File: src/rtl/tsp_pkg.sv
// Package: shared types and defaults for the timer tick source/prescaler.
// Assumes: nothing beyond IEEE 1800-2017.
package tsp_pkg;

    // Encoding of the tick source select bit.
    typedef enum logic {
        SRC_SYS = 1'b0,
        SRC_ALT = 1'b1
    } tick_src_e;

    // Default width of the prescale exponent field.
    localparam int unsigned DIV_W_DEFAULT = 3;

    // Default depth of the alternate-clock synchronizer.
    localparam int unsigned SYNC_DEFAULT = 2;

endpackage

File: src/rtl/tsp_alt_sampler.sv
// Module: tsp_alt_sampler
// Brings a slow, asynchronous clock-like signal into the system clock
// domain as data and turns each rising edge into a one-cycle enable.
// Assumes: the input stays high and low for at least two system cycles each
// (one quarter of the system rate at most); SYNC_STAGES >= 2.
module tsp_alt_sampler #(
    parameter int unsigned SYNC_STAGES = tsp_pkg::SYNC_DEFAULT
) (
    input  logic clk,
    input  logic rst_n,
    input  logic async_i,
    output logic rise_o
);

    logic [SYNC_STAGES-1:0] chain_q;
    logic                   last_q;

    // Synchronizer chain: one flop per stage, stage 0 takes the raw input.
    for (genvar g = 0; g < SYNC_STAGES; g++) begin : g_stage
        if (g == 0) begin : g_first
            // Capture the asynchronous level.
            always_ff @(posedge clk) begin
                if (!rst_n) chain_q[g] <= 1'b0;
                else        chain_q[g] <= async_i;
            end
        end else begin : g_next
            // Pass the level one stage further.
            always_ff @(posedge clk) begin
                if (!rst_n) chain_q[g] <= 1'b0;
                else        chain_q[g] <= chain_q[g-1];
            end
        end
    end

    // Remember the previous synchronized level for edge detection.
    always_ff @(posedge clk) begin
        if (!rst_n) last_q <= 1'b0;
        else        last_q <= chain_q[SYNC_STAGES-1];
    end

    // Rising edge of the synchronized level, one cycle wide.
    assign rise_o = chain_q[SYNC_STAGES-1] & ~last_q;

endmodule

File: src/rtl/tsp_cfg_watch.sv
// Module: tsp_cfg_watch
// Keeps a copy of the source select and divide field from the previous edge
// and flags any difference so the prescaler can restart.
// Assumes: the copy also tracks the inputs during reset, so the first edge
// after reset compares against the value seen during reset.
module tsp_cfg_watch #(
    parameter int unsigned DIV_W = tsp_pkg::DIV_W_DEFAULT
) (
    input  logic             clk,
    input  logic             sel_i,
    input  logic [DIV_W-1:0] div_i,
    output logic             restart_o
);

    localparam int unsigned CFG_W = DIV_W + 1;

    logic [CFG_W-1:0] cfg_now;
    logic [CFG_W-1:0] cfg_q;

    assign cfg_now = {sel_i, div_i};

    // Shadow of the configuration, loaded on every edge including reset.
    always_ff @(posedge clk) begin
        cfg_q <= cfg_now;
    end

    // Any field differing from the previous edge requests a restart.
    assign restart_o = (cfg_now != cfg_q);

endmodule

File: src/rtl/tsp_div_counter.sv
// Module: tsp_div_counter
// Power-of-two prescaler: counts input steps and emits a registered
// one-cycle pulse on every 2^div_i-th step. A restart request clears the
// count and suppresses the pulse for that cycle.
// Assumes: div_i is stable whenever restart_i is low.
module tsp_div_counter #(
    parameter int unsigned DIV_W = tsp_pkg::DIV_W_DEFAULT
) (
    input  logic             clk,
    input  logic             rst_n,
    input  logic             step_i,
    input  logic             restart_i,
    input  logic [DIV_W-1:0] div_i,
    output logic             tick_o
);

    localparam int unsigned CNT_W = (1 << DIV_W) - 1;

    logic [CNT_W:0]   span;
    logic [CNT_W-1:0] limit;
    logic [CNT_W-1:0] cnt_q;
    logic             at_limit;
    logic             tick_q;

    // Terminal count for the selected exponent: 2^d - 1.
    always_comb begin
        span  = {{CNT_W{1'b0}}, 1'b1} << div_i;
        limit = span[CNT_W-1:0] - CNT_W'(1);
    end

    assign at_limit = (cnt_q == limit);

    // Step counter and registered output pulse.
    always_ff @(posedge clk) begin
        if (!rst_n) begin
            cnt_q  <= '0;
            tick_q <= 1'b0;
        end else if (restart_i) begin
            cnt_q  <= '0;
            tick_q <= 1'b0;
        end else begin
            tick_q <= step_i & at_limit;
            if (step_i) begin
                cnt_q <= at_limit ? '0 : cnt_q + CNT_W'(1);
            end
        end
    end

    assign tick_o = tick_q;

endmodule

File: src/rtl/tick_source_prescaler.sv
// Module: tick_source_prescaler (top)
// Picks the timer tick source (every system cycle, or rising edges of a
// slow alternate clock sampled as data) and divides it by 2^div_sel_i.
// Assumes: alt_clk_i runs at no more than a quarter of the clock rate.
module tick_source_prescaler #(
    parameter int unsigned DIV_W       = tsp_pkg::DIV_W_DEFAULT,
    parameter int unsigned SYNC_STAGES = tsp_pkg::SYNC_DEFAULT
) (
    input  logic             clk,
    input  logic             rst_n,
    input  logic             alt_clk_i,
    input  logic             src_sel_i,
    input  logic [DIV_W-1:0] div_sel_i,
    output logic             tick_o
);

    logic alt_rise;
    logic src_step;
    logic restart;

    tsp_alt_sampler #(
        .SYNC_STAGES(SYNC_STAGES)
    ) u_sampler (
        .clk     (clk),
        .rst_n   (rst_n),
        .async_i (alt_clk_i),
        .rise_o  (alt_rise)
    );

    // Source mux: system source steps on every cycle.
    always_comb begin
        if (tsp_pkg::tick_src_e'(src_sel_i) == tsp_pkg::SRC_ALT) src_step = alt_rise;
        else                                                     src_step = 1'b1;
    end

    tsp_cfg_watch #(
        .DIV_W(DIV_W)
    ) u_watch (
        .clk       (clk),
        .sel_i     (src_sel_i),
        .div_i     (div_sel_i),
        .restart_o (restart)
    );

    tsp_div_counter #(
        .DIV_W(DIV_W)
    ) u_div (
        .clk       (clk),
        .rst_n     (rst_n),
        .step_i    (src_step),
        .restart_i (restart),
        .div_i     (div_sel_i),
        .tick_o    (tick_o)
    );

endmodule

File: config.mk
export PLATFORM = sky130hd
export DESIGN_NAME = tick_source_prescaler
export DESIGN_NICKNAME = d
export VERILOG_FILES = /design/src/rtl/tsp_pkg.sv /design/src/rtl/tsp_alt_sampler.sv /design/src/rtl/tsp_cfg_watch.sv /design/src/rtl/tsp_div_counter.sv /design/src/rtl/tick_source_prescaler.sv
export SDC_FILE = /design/constraint.sdc
export NUM_CORES = 1
export LEC_CHECK = 0
export ABC_AREA = 1
export BUFFER_PORTS_ARGS = -buffer_cell sky130_fd_sc_hd__buf_2
export CAP_MARGIN = 20
export CORE_MARGIN = 5
export CORE_UTILIZATION = 50
export DETAILED_ROUTE_END_ITERATION = 6
export PLACE_DENSITY = 0.69
export SLEW_MARGIN = 20
export SYNTH_ARGS = -nofsm -noshare
export SYNTH_HDL_FRONTEND = slang
export SYNTH_SLANG_ARGS = --single-unit
File: constraint.sdc
create_clock -name clk -period 2.4 [get_ports clk]
set_clock_uncertainty 0.05 [all_clocks]
set_input_delay 0.48 -clock clk [delete_from_list [all_inputs] [get_ports clk]]
set_output_delay 0.48 -clock clk [all_outputs]
set_load 0.1 [all_outputs]
Word-level counts from Yosys, hierarchy flattened

Index checks and enable logic that the tools add are counted.

Bits in latches: 0
Memories: 0
Bits in registers: 15
Logic and storage cells: 18
Bits in writable memories: 0
Memory bits (read-only): 0
Bits of input ports: 7

Shift operators: 1
Add/sub/neg operators: 2
Multipliers: 0
Bitwise logic cells: 4
Equality and inequality tests: 2
Multiplexer cells: 2
Reduce and logical (&&, ||, !) cells: 1
Divide/modulo/power cells: 0
Magnitude comparators: 0

Operator list:

| kind                                             | count |
|---|---|
| adder 7 x 1 -> 7 bit, second input constant      | 1 |
| equality test 7 bit                              | 1 |
| 2-to-1 mux 7 bit                                 | 1 |
| left shift 1 x 3 -> 7 bit, first input constant  | 1 |
| subtractor 7 x 1 -> 7 bit, second input constant | 1 |
| inequality test 4 bit                            | 1 |
| AND 1 bit                                        | 2 |
| inverter 1 bit                                   | 2 |
| OR reduction 2 bit                               | 1 |
| 2-to-1 mux 1 bit                                 | 1 |

Depth between registers and ports, before layout

Gate-level depths: netlist of the first run.

Depth after elaboration: 4
Depth in mapped cells: 10

Hierarchy

A second synthesis of the first run with hierarchy kept.

Cells, all modules: 132
Area, all modules: 808.3 µm²

Modules (own cells, without submodules):

| module                | area an instance (µm²) | instances | cells an instance |
|---|---|---|---|
| tsp_div_counter       | 541.8                  | 1         | 92 |
| tsp_cfg_watch         | 166.4                  | 1         | 27 |
| tsp_alt_sampler       | 92.6                   | 1         | 11 |
| tick_source_prescaler | 7.5                    | 1         | 2 |

Worst setup path before layout of the first run

No wires, ideal clock.

Path type: reg2out
Start point: reg u_div.tick_q (netlist: u_div.tick_o)
End point: out tick_o
Stages on the path, launching flop included: 1
Slack: 0.961 ns
Arrival time: 0.909 ns
Required time: 1.870 ns
Cell sequence: dfxtp_1

RTL lines:

| element                | RTL line                    | source |
|---|---|---|
| from (decl)            | tsp_div_counter.sv:23       | `logic tick_q;` |
| from (signal assigned) | tsp_div_counter.sv:42       | `tick_q <= step_i & at_limit;` |
| to (decl)              | tick_source_prescaler.sv:14 | `output logic tick_o` |

No word-level cell between the ends.

Worst setup path after layout of the first run

Start point: reg u_div.tick_q (netlist: u_div.tick_o)
End point: out tick_o

No word-level cell between the ends.

==> flow_summary_export.csv, run 1 <==
group,metric,value,unit
route,drc,0,
floorplan,coreArea,1510,um^2
placement,portBuffers,7,
yosys,synth_top_family_by_area,"simple AND/OR/NAND/NOR gates",
power_and_ir_drop,ir_drop,0.000287,V
sta,hold_viol,0,
yosys,synth_mux_area_share,1.25,%
setup_path,rrSetupSlack,1.07,ns
floorplan,rows,14,
clock_tree,htree_levels,1,
sta,period_share,63.9,%
route,vias,656,
global_route,track_usage,13.0,%
yosys,syn_avg_cell_area,6.88,um^2
layout,area_growth,8.93,%
layout,diodes,0,
floorplan,initial_core_util,53.0,%
yosys,synth_compound_area_share,1.88,%
sta,rsz0062_at_grt,"false",
placement,place.gp.congestion,0.843,
yosys,yosysTopAreaCell,"dfxtp_1",
setup_path,cp_slowest_cell,"buf_2",
setup_path,path_cells,"buf_2",
layout,layout_commonest_cell,"nand2_1",
setup_path,r2r_end,"u_div.cnt_q[5]",
global_route,grt_pass1_wl,2510,um
floorplan,ioPinCount,8,
yosys,syn_area,798,um^2
setup_path,end_kind,"output pin",
setup_path,cp-start-kind,"flop",
clock_tree,cts_sinks,15,
yosys,synth_top_area_share,37.6,%
run_status,status,"finished clean",
yosys,synth_fp_nets,124,
clock_tree,holdBufCountCts,0,
yosys,yosys-top-cells-area,"dfxtp_1, nand2_1, inv_1",
clock_tree,cts_root_buf,"clkbuf_4",
route,wirelength,1320,um
setup_path,arrival,1.00,ns
worst_hold_path,hold_depth,1,
sta,clock.fmax,0.652,GHz
setup_path,critPathKind,"flop to output pin",
yosys,synth-warning-count,0,
worst_hold_path,hp-class,"primary input to flop",
setup_path,cp.required,1.87,ns
sta,fin_setup_tns,0,ns
run,max_cap_violations,0,
clock_tree,cts-resized-gates,0,
clock_tree,cts_tree,"done",
sta,min_period,1.53,ns
layout,nNetsFinal,135,
route,drt_iter0_markers,19,
setup_path,cp_top_family,"buffers and inverters",
global_route,grt_pass1_vias,605,
clock_tree,insertion_delay,0.28,ns
setup_path,reg2regPathDepth,6,
clock_tree,cts_setup_buffers,0,
yosys,ys_seq_area_share,37.6,%
worst_hold_path,holdPathEnd,"u_watch.cfg_q[3]",
layout,fill_cells,149,
route,dr.pass1.iters,4,
power_and_ir_drop,power_density,513,nW/um^2
route,wire_per_inst,9.32,um
yosys,synth_xor_area_share,6.58,%
sta,tightest_slew,0.483,ns
sta,relSlewSlack,68.0,%
floorplan,die_h,50.0,um
floorplan,die_w,50.0,um
layout,drive_above_1_share,21.4,%
yosys,synth_seq_cells,15,
yosys,synthAdderAreaFrac,1.57,%
floorplan,die-area,2500,um^2
setup_path,critPathMaxFanout,1,
yosys,synth_cell_types,19,
clock_tree,clk_pin_slew,0.09,ns
global_route,overflow,0,
layout,final_cell_mix,"nand2_1, inv_1, dfxtp_1",
worst_hold_path,min-delay-start,"src_sel_i",
clock_tree,cts_buffers,3,
global_route,grt_max_degree,10,
setup_path,reg2reg_from,"u_div.cnt_q[2]",
power_and_ir_drop,p_leak,0.000422,uW
yosys,synth_cells,116,
sta,setup_viol,0,
route,vias_per_cell,4.62,
sta,slew_viol_final,0,
clock_tree,clk_path_buf_depth,2,
route,drtAntennaViolNets,0,
yosys,synthSimpleGateAreaFrac,39.8,%
power_and_ir_drop,finalPower,446,uW
setup_path,max_stage_delay,0.41,ns
placement,hpwlAfterDp,1060,um
setup_path,path_buf_inv,1,
global_route,antenna_found_initial,0,
-- where the power goes --
part | internal, uW | total (uW) | switching, uW | leakage [uW]
Sequential | 255 | 257 | 2.36 | 0.000123
Combinational | 16.7 | 45.9 | 29.2 | 0.000282
Clock | 61.9 | 143 | 81.0 | 0.0000177
Total | 333 | 446 | 113 | 0.000422
-- through the flow --
stage / hold WS (ns) / cells / util [%] / setup WS, ns / instance area [um^2]
2_1_floorplan: 0.340 / 116 / - / 0.961 / 798
3_3_place_gp: 0.345 / 138 / 55.9 / 0.876 / 842
3_5_place_dp: 0.356 / 138 / 55.9 / 0.860 / 842
4_1_cts: 0.292 / 142 / 57.7 / 0.851 / 870
5_1_grt: 0.293 / 142 / 57.7 / 0.814 / 870
6_report: 0.301 / 142 / 57.7 / 0.867 / 870
-- Yosys cell counts (all sizes together) --
library cell,number
nand2,38
inv,20
nor2,19
dfxtp,15
nand3,9
xor2,6
o21ai,3
buf,1
clkinv,1
ha,1
mux2i,1
nor2b,1
nor3,1
-- worst max path at each step --
stage,from,endpoint,slack [ns],depth (start not counted)
after floorplan,u_div.tick_o,tick_o,0.96,0
after global placement,div_sel_i[2],u_div.cnt_q[5],0.88,9
after detailed placement,div_sel_i[2],u_div.cnt_q[0],0.86,9
after CTS,u_div.tick_o,tick_o,0.85,1
after global routing,u_div.tick_o,tick_o,0.81,1
final,u_div.tick_o,tick_o,0.87,1
-- cell type report --
type	instances	area [um^2]	area share, %
well taps	16	20.0	2.30
repair buffers	7	35.0	4.03
inverters	21	78.8	9.06
clock inverters	1	5.00	0.576
flip-flops and latches	15	300	34.5
multi-input cells	79	408	46.9
clock buffers	3	22.5	2.59
-- cell families after synthesis --
family | count (synthesis)
AO/OA/AOI/OAI | 3
AND/OR/NAND/NOR | 68
flip-flops | 15
buffers and inverters | 22
adder cells (fa/ha/maj) | 1
XOR/XNOR | 6
multiplexers | 1
-- flip-flops by register name, indices dropped and copies added, names as in the netlist --
register           count
u_sampler.last_q       1
u_div.cnt_q            7
u_sampler.chain_q      2
u_div.tick_o           1
u_watch.cfg_q          4
-- per-layer routing --
| metal | global-route usage (%) | up-vias | routed length [um] |
|---|---|---|---|
| li1 | - | 362 | - |
| met1 | 17.0 | 274 | 701 |
| met2 | 19.3 | 16 | 545 |
| met3 | 3.61 | 4 | 57 |
| met4 | 6.55 | 0 | 19 |
| met5 | 0 | - | 0 |
No activity file was read; power rests on OpenSTA's default activity.
==> run 2, diff against run 1 <==
Settings changed: PLACE_DENSITY 0.69 to 0.72.
Clock period 2.4 ns to 1.2 ns, I/O delays scaled along.
==> run 2 against run 1 <==
The run now ends with setup timing left. Combinational power increased by 120%. Largest power group unchanged. Via count increased by 6.3%. Routed wire length increased by 21%. Power increased by 100%. Largest cell class unchanged.
==> flow_summary_export.csv, run 2 (synthesized netlist as in run 1, its figures left out) <==
group,metric,value,unit
run_status,status,"finished, violations left",
run_status,failed_checks,"setup timing",
sta,min_period,1.24,ns
global_route,grt_max_degree,10,
clock_tree,cts_root_buf,"clkbuf_4",
sta,layout_setup_ws,-0.0400,ns
sta,rsz0062_at_grt,"true",
setup_path,reg2reg_from,"u_div.cnt_q[5]",
layout,top_regs,"u_div.cnt_q x7, u_watch.cfg_q x4, u_sampler.chain_q x2",
clock_tree,cts_buffers,3,
global_route,track_usage,14.7,%
floorplan,rows,14,
placement,portBuffers,7,
worst_hold_path,hold_depth,1,
layout,layout_commonest_cell,"nand2_1",
placement,hpwlAfterDp,1180,um
setup_path,critPathMaxFanout,6,
layout,area_growth,22.6,%
power_and_ir_drop,p_leak,0.000464,uW
setup_path,cp.required,1.34,ns
clock_tree,cts_tree,"done",
route,dr.pass1.iters,4,
setup_path,cpMostUsedCell,"nand2_1",
setup_path,crit_path_start,"u_div.cnt_q[5]",
sta,relSlewSlack,78.7,%
floorplan,die_h,50.0,um
power_and_ir_drop,ir_drop,0.000500,V
layout,drive_above_1_share,35.3,%
route,drc,0,
sta,clock.fmax,0.806,GHz
route,wirelength,1600,um
clock_tree,clk_pin_slew,0.09,ns
route,drtAntennaViolNets,0,
power_and_ir_drop,finalPower,905,uW
floorplan,die_w,50.0,um
route,vias,697,
global_route,grt_pass1_vias,703,
setup_path,path_cells,"inv_1 > nand2_1 > nand2_1 > nand2_1 > nand3_1 > inv_1 > nand3_2 > nand2_4 > nor2_2",
sta,slew_viol_final,0,
clock_tree,htree_levels,1,
clock_tree,holdBufCountCts,0,
setup_path,critPathKind,"flop to flop",
floorplan,ioPinCount,8,
worst_hold_path,hp-class,"primary input to flop",
global_route,antenna_found_initial,0,
layout,regMostFlops,"u_div.cnt_q",
layout,diodes,0,
clock_tree,insertion_delay,0.29,ns
setup_path,max_stage_delay,0.40,ns
layout,nNetsFinal,142,
placement,place.gp.congestion,0.846,
sta,period_share,103,%
route,drt_iter0_markers,15,
setup_path,reg2regPathDepth,9,
placement,place_ws,-0.113,ns
sta,setup_viol,6,
clock_tree,cts_sinks,15,
global_route,overflow,0,
sta,tightest_slew,0.316,ns
setup_path,arrival,1.38,ns
global_route,grt_pass1_wl,2850,um
setup_path,end_kind,"flop",
floorplan,initial_core_util,53.0,%
route,vias_per_cell,4.68,
setup_path,cp_slowest_cell,"dfxtp_1",
sta,hold_viol,0,
clock_tree,clk_path_buf_depth,2,
route,wire_per_inst,10.7,um
power_and_ir_drop,power_density,925,nW/um^2
run,max_cap_violations,0,
floorplan,die-area,2500,um^2
floorplan,coreArea,1510,um^2
setup_path,cp-start-kind,"flop",
layout,largest_reg_flops,7,
layout,final_cell_mix,"nand2_1, inv_1, dfxtp_1",
worst_hold_path,min-delay-start,"src_sel_i",
run 2: changes by cell type in the layout (fill, tap and decap cells not counted), moves of 2 or more:
cell and change:
nand2_1 -3, dfxtp_1 -5, nor2_4 +2, buf_4 +7
nand2_2 +3, dfxtp_2 +4
run 2: worst paths after layout:
kind | to | slack (ns)
worst max-delay path | u_div.cnt_q[4] | -0.04
worst min-delay path | u_watch.cfg_q[3] | 0.05
worst max register to register | u_div.cnt_q[4] | -0.04
worst min register to register | u_sampler.chain_q[1] | 0.36
run 2: per-stage QoR:
| step | cell area [um^2] | instances | hold WS (ns) | TNS [ns] | utilization [%] |
|---|---|---|---|---|---|
| 6_report | 978 | 149 | 0.0542 | -0.201 | 65.0 |
| 5_1_grt | 978 | 149 | 0.0409 | -0.683 | 65.0 |
| 4_1_cts | 956 | 149 | 0.0475 | 0 | 63.5 |
| 3_5_place_dp | 902 | 144 | 0.351 | -0.723 | 59.9 |
| 2_1_floorplan | 798 | 116 | 0.218 | 0 | - |
| 3_3_place_gp | 902 | 144 | 0.344 | -0.543 | 59.9 |
run 2: report_power, final:
| part | total, uW | switching [uW] | internal (uW) |
|---|---|---|---|
| combinational | 103 | 64.7 | 38.6 |
| clock | 289 | 165 | 124 |
| sequential | 512 | 4.82 | 507 |
run 2: layer usage:
layer  global-route usage, %  wire [um]  vias up
li1                        -          -      375
met1                    15.0        722      302
met2                    25.0        750       14
met3                    6.33         79        6
met4                    7.42         43        0
met5                       0          0        -
run 2: layout make-up:
cell class	instances	area [um^2]
clock buffers	3	22.5
multi-input cells	79	440
well taps	16	20.0
inverters	21	78.8
flip-flops and latches	15	309
clock inverters	1	5.00
fillers	137	528
repair buffers	14	103
run 2: timing repair:
item / CTS / global route
pin swaps: 2 / 4
hold endpoints to repair: 0 / 0
buffers inserted: 1 / 0
cloned: 0 / 0
resized for setup: 7 / 9
setup endpoints to repair: 4 / 8
run 2: worst max-delay path, delay by kind of cell, from the launching register on:
family / cells / cell delay [ns]
buffers and inverters: 2 / 0.14
DFF: 1 / 0.40
and+or+nand+nor: 7 / 0.55
==> run 3, diff against run 2 <==
Settings changed: GPL_TIMING_DRIVEN set to 0.
==> run 3 against run 2 <==
The flow now finishes without violations. Core utilization fell by 3.4 points. Non-clock buffer count fell by 5. Combinational power barely moved. Worst hold slack got worse by 0.027 ns. First-iteration DRC count fell by 87%. Flip-flop and latch count did not move. Sequential share of layout area rose by 2.3 points. Power fell by 0.40%. Routed wire length fell by 11%. Clock-buffer cell count rose by 1. Largest power group unchanged. Highest routed layer unchanged.
==> flow_summary_export.csv, run 3 (synthesized netlist as in run 1, its figures left out) <==
group,metric,value,unit
run_status,status,"finished clean",
clock_tree,clk_pin_slew,0.08,ns
sta,fin_setup_tns,0,ns
floorplan,die-area,2500,um^2
route,vias_per_cell,4.64,
setup_path,cpMostUsedCell,"nand2_2",
global_route,grt_pass1_vias,596,
run,max_cap_violations,0,
setup_path,end_kind,"flop",
worst_hold_path,holdPathEnd,"u_watch.cfg_q[2]",
power_and_ir_drop,p_leak,0.000439,uW
layout,layout_commonest_cell,"nand2_1",
clock_tree,holdBufCountCts,0,
placement,dpl.cell_count,139,
global_route,antenna_found_initial,0,
route,drt_iter0_markers,2,
floorplan,die_w,50.0,um
power_and_ir_drop,power_density,972,nW/um^2
sta,setup_viol,0,
layout,regMostFlops,"u_div.cnt_q",
sta,rsz0062_at_grt,"true",
sta,min_period,1.19,ns
setup_path,r2r_end,"u_div.cnt_q[0]",
clock_tree,cts_root_buf,"clkbuf_4",
route,wire_per_inst,9.81,um
layout,top_regs,"u_div.cnt_q x7, u_watch.cfg_q x4, u_sampler.chain_q x2",
clock_tree,cts_sinks,15,
worst_hold_path,hp-class,"primary input to flop",
setup_path,rrSetupSlack,0.009,ns
global_route,grt_max_degree,9,
layout,largest_reg_flops,7,
setup_path,arrival,1.32,ns
setup_path,cp_slowest_cell,"dfxtp_2",
route,drc,0,
power_and_ir_drop,switchingPower,226,uW
sta,layout_setup_ws,0.00920,ns
layout,final_cell_mix,"nand2_1, inv_1, nor2_2",
layout,drive_above_1_share,33.6,%
sta,clock.fmax,0.840,GHz
sta,relSlewSlack,82.4,%
layout,multiInputGateArea,428,um^2
placement,placed_area,853,um^2
placement,portBuffers,7,
layout,design_area,927,um^2
clock_tree,cts_tree,"done",
layout,area_growth,16.1,%
placement,hpwlAfterDp,1000,um
setup_path,cp.required,1.33,ns
clock_tree,cts_buffers,3,
layout,regArea,314,um^2
floorplan,coreArea,1510,um^2
layout,fill_cells,144,
global_route,track_usage,12.9,%
power_and_ir_drop,combPwrFrac,11.5,%
power_and_ir_drop,clock_power_share,31.9,%
power_and_ir_drop,power.share.sequential,56.6,%
floorplan,initial_core_util,53.0,%
route,wirelength,1410,um
layout,diodes,0,
route,vias,668,
floorplan,die_h,50.0,um
layout,stdcell_count,144,
clock_tree,insertion_delay,0.29,ns
setup_path,cp-start-kind,"flop",
worst_hold_path,min-delay-start,"div_sel_i[2]",
setup_path,critPathMaxFanout,6,
global_route,overflow,0,
placement,place_ws,-0.205,ns
power_and_ir_drop,p_int,675,uW
sta,tightest_slew,0.263,ns
floorplan,rows,14,
sta,hold_viol,0,
route,dr.pass1.iters,4,
clock_tree,clk_path_buf_depth,2,
route,drtAntennaViolNets,0,
global_route,grt_pass1_wl,2440,um
sta,slew_viol_final,0,
setup_path,path_cells,"inv_2 > nand2_2 > nand2_4 > nand2_2 > inv_2 > nand2_2 > nor2_2 > nand3_2 > nand2_4 > nor2_2",
floorplan,ioPinCount,8,
sta,period_share,99.2,%
worst_hold_path,hold_depth,1,
setup_path,critPathKind,"flop to flop",
power_and_ir_drop,switching_share,25.1,%
setup_path,max_stage_delay,0.32,ns
power_and_ir_drop,ir_drop,0.000487,V
setup_path,reg2regPathDepth,10,
clock_tree,htree_levels,1,
layout,nNetsFinal,137,
setup_path,reg2reg_from,"u_sampler.last_q",
placement,place.gp.congestion,0.826,
## run 3: per-layer routing
layer	wire length [um]	track usage, %
met5	0	0
met4	40	10.0
met3	48	3.61
met2	632	19.1
met1	691	15.3
## run 3: metrics by stage
step                utilization (%)  hold WS [ns]  total power, uW
global placement               56.6         0.318              619
detailed placement             56.6         0.321              622
CTS                            60.0        0.0158              917
floorplan                         -         0.218              593
finish                         61.5        0.0269              901
global route                   61.5        0.0144              967
## run 3: worst max-delay path, delay by kind of cell (launching register included)
kind | cells | cell delay, ns
buffers and inverters | 2 | 0.10
flip-flops | 1 | 0.32
AND/OR/NAND/NOR | 8 | 0.62
## run 3: worst max-delay path by stage
stage,start,endpoint,slack [ns],cells after the start
finish,u_sampler.last_q,u_div.cnt_q[0],0.009,10
CTS,u_sampler.last_q,u_div.cnt_q[4],-0.006,10
global placement,div_sel_i[2],u_div.cnt_q[2],-0.17,10
detailed placement,div_sel_i[2],u_div.cnt_q[4],-0.21,10
global route,u_div.cnt_q[1],u_div.cnt_q[6],-0.09,7
floorplan,u_div.tick_o,tick_o,0.001,0
## run 3: timing repair
item	CTS	global route
buffers inserted	1	0
endpoints found under the hold margin	0	0
pin swaps	2	2
setup endpoints to repair	8	9
resized for setup	7	13
## run 3: layout make-up
| class | instances | share of cell area, % |
|---|---|---|
| Clock buffer | 4 | 2.83 |
| Sequential cell | 15 | 33.9 |
| Buffer | 1 | 1.21 |
| Timing Repair Buffer | 8 | 5.26 |
| Tap cell | 16 | 2.16 |
| Inverter | 21 | 8.50 |
| Multi-Input combinational cell | 79 | 46.2 |
## run 3: power groups by stage
stage                     Sequential, uW  Clock (uW)  Combinational, uW
after floorplan                      525           0               68.0
after global placement               525           0               94.1
after detailed placement             525           0               97.0
after CTS                            514         302                101
after global routing                 512         338                116
final                                510         287                104
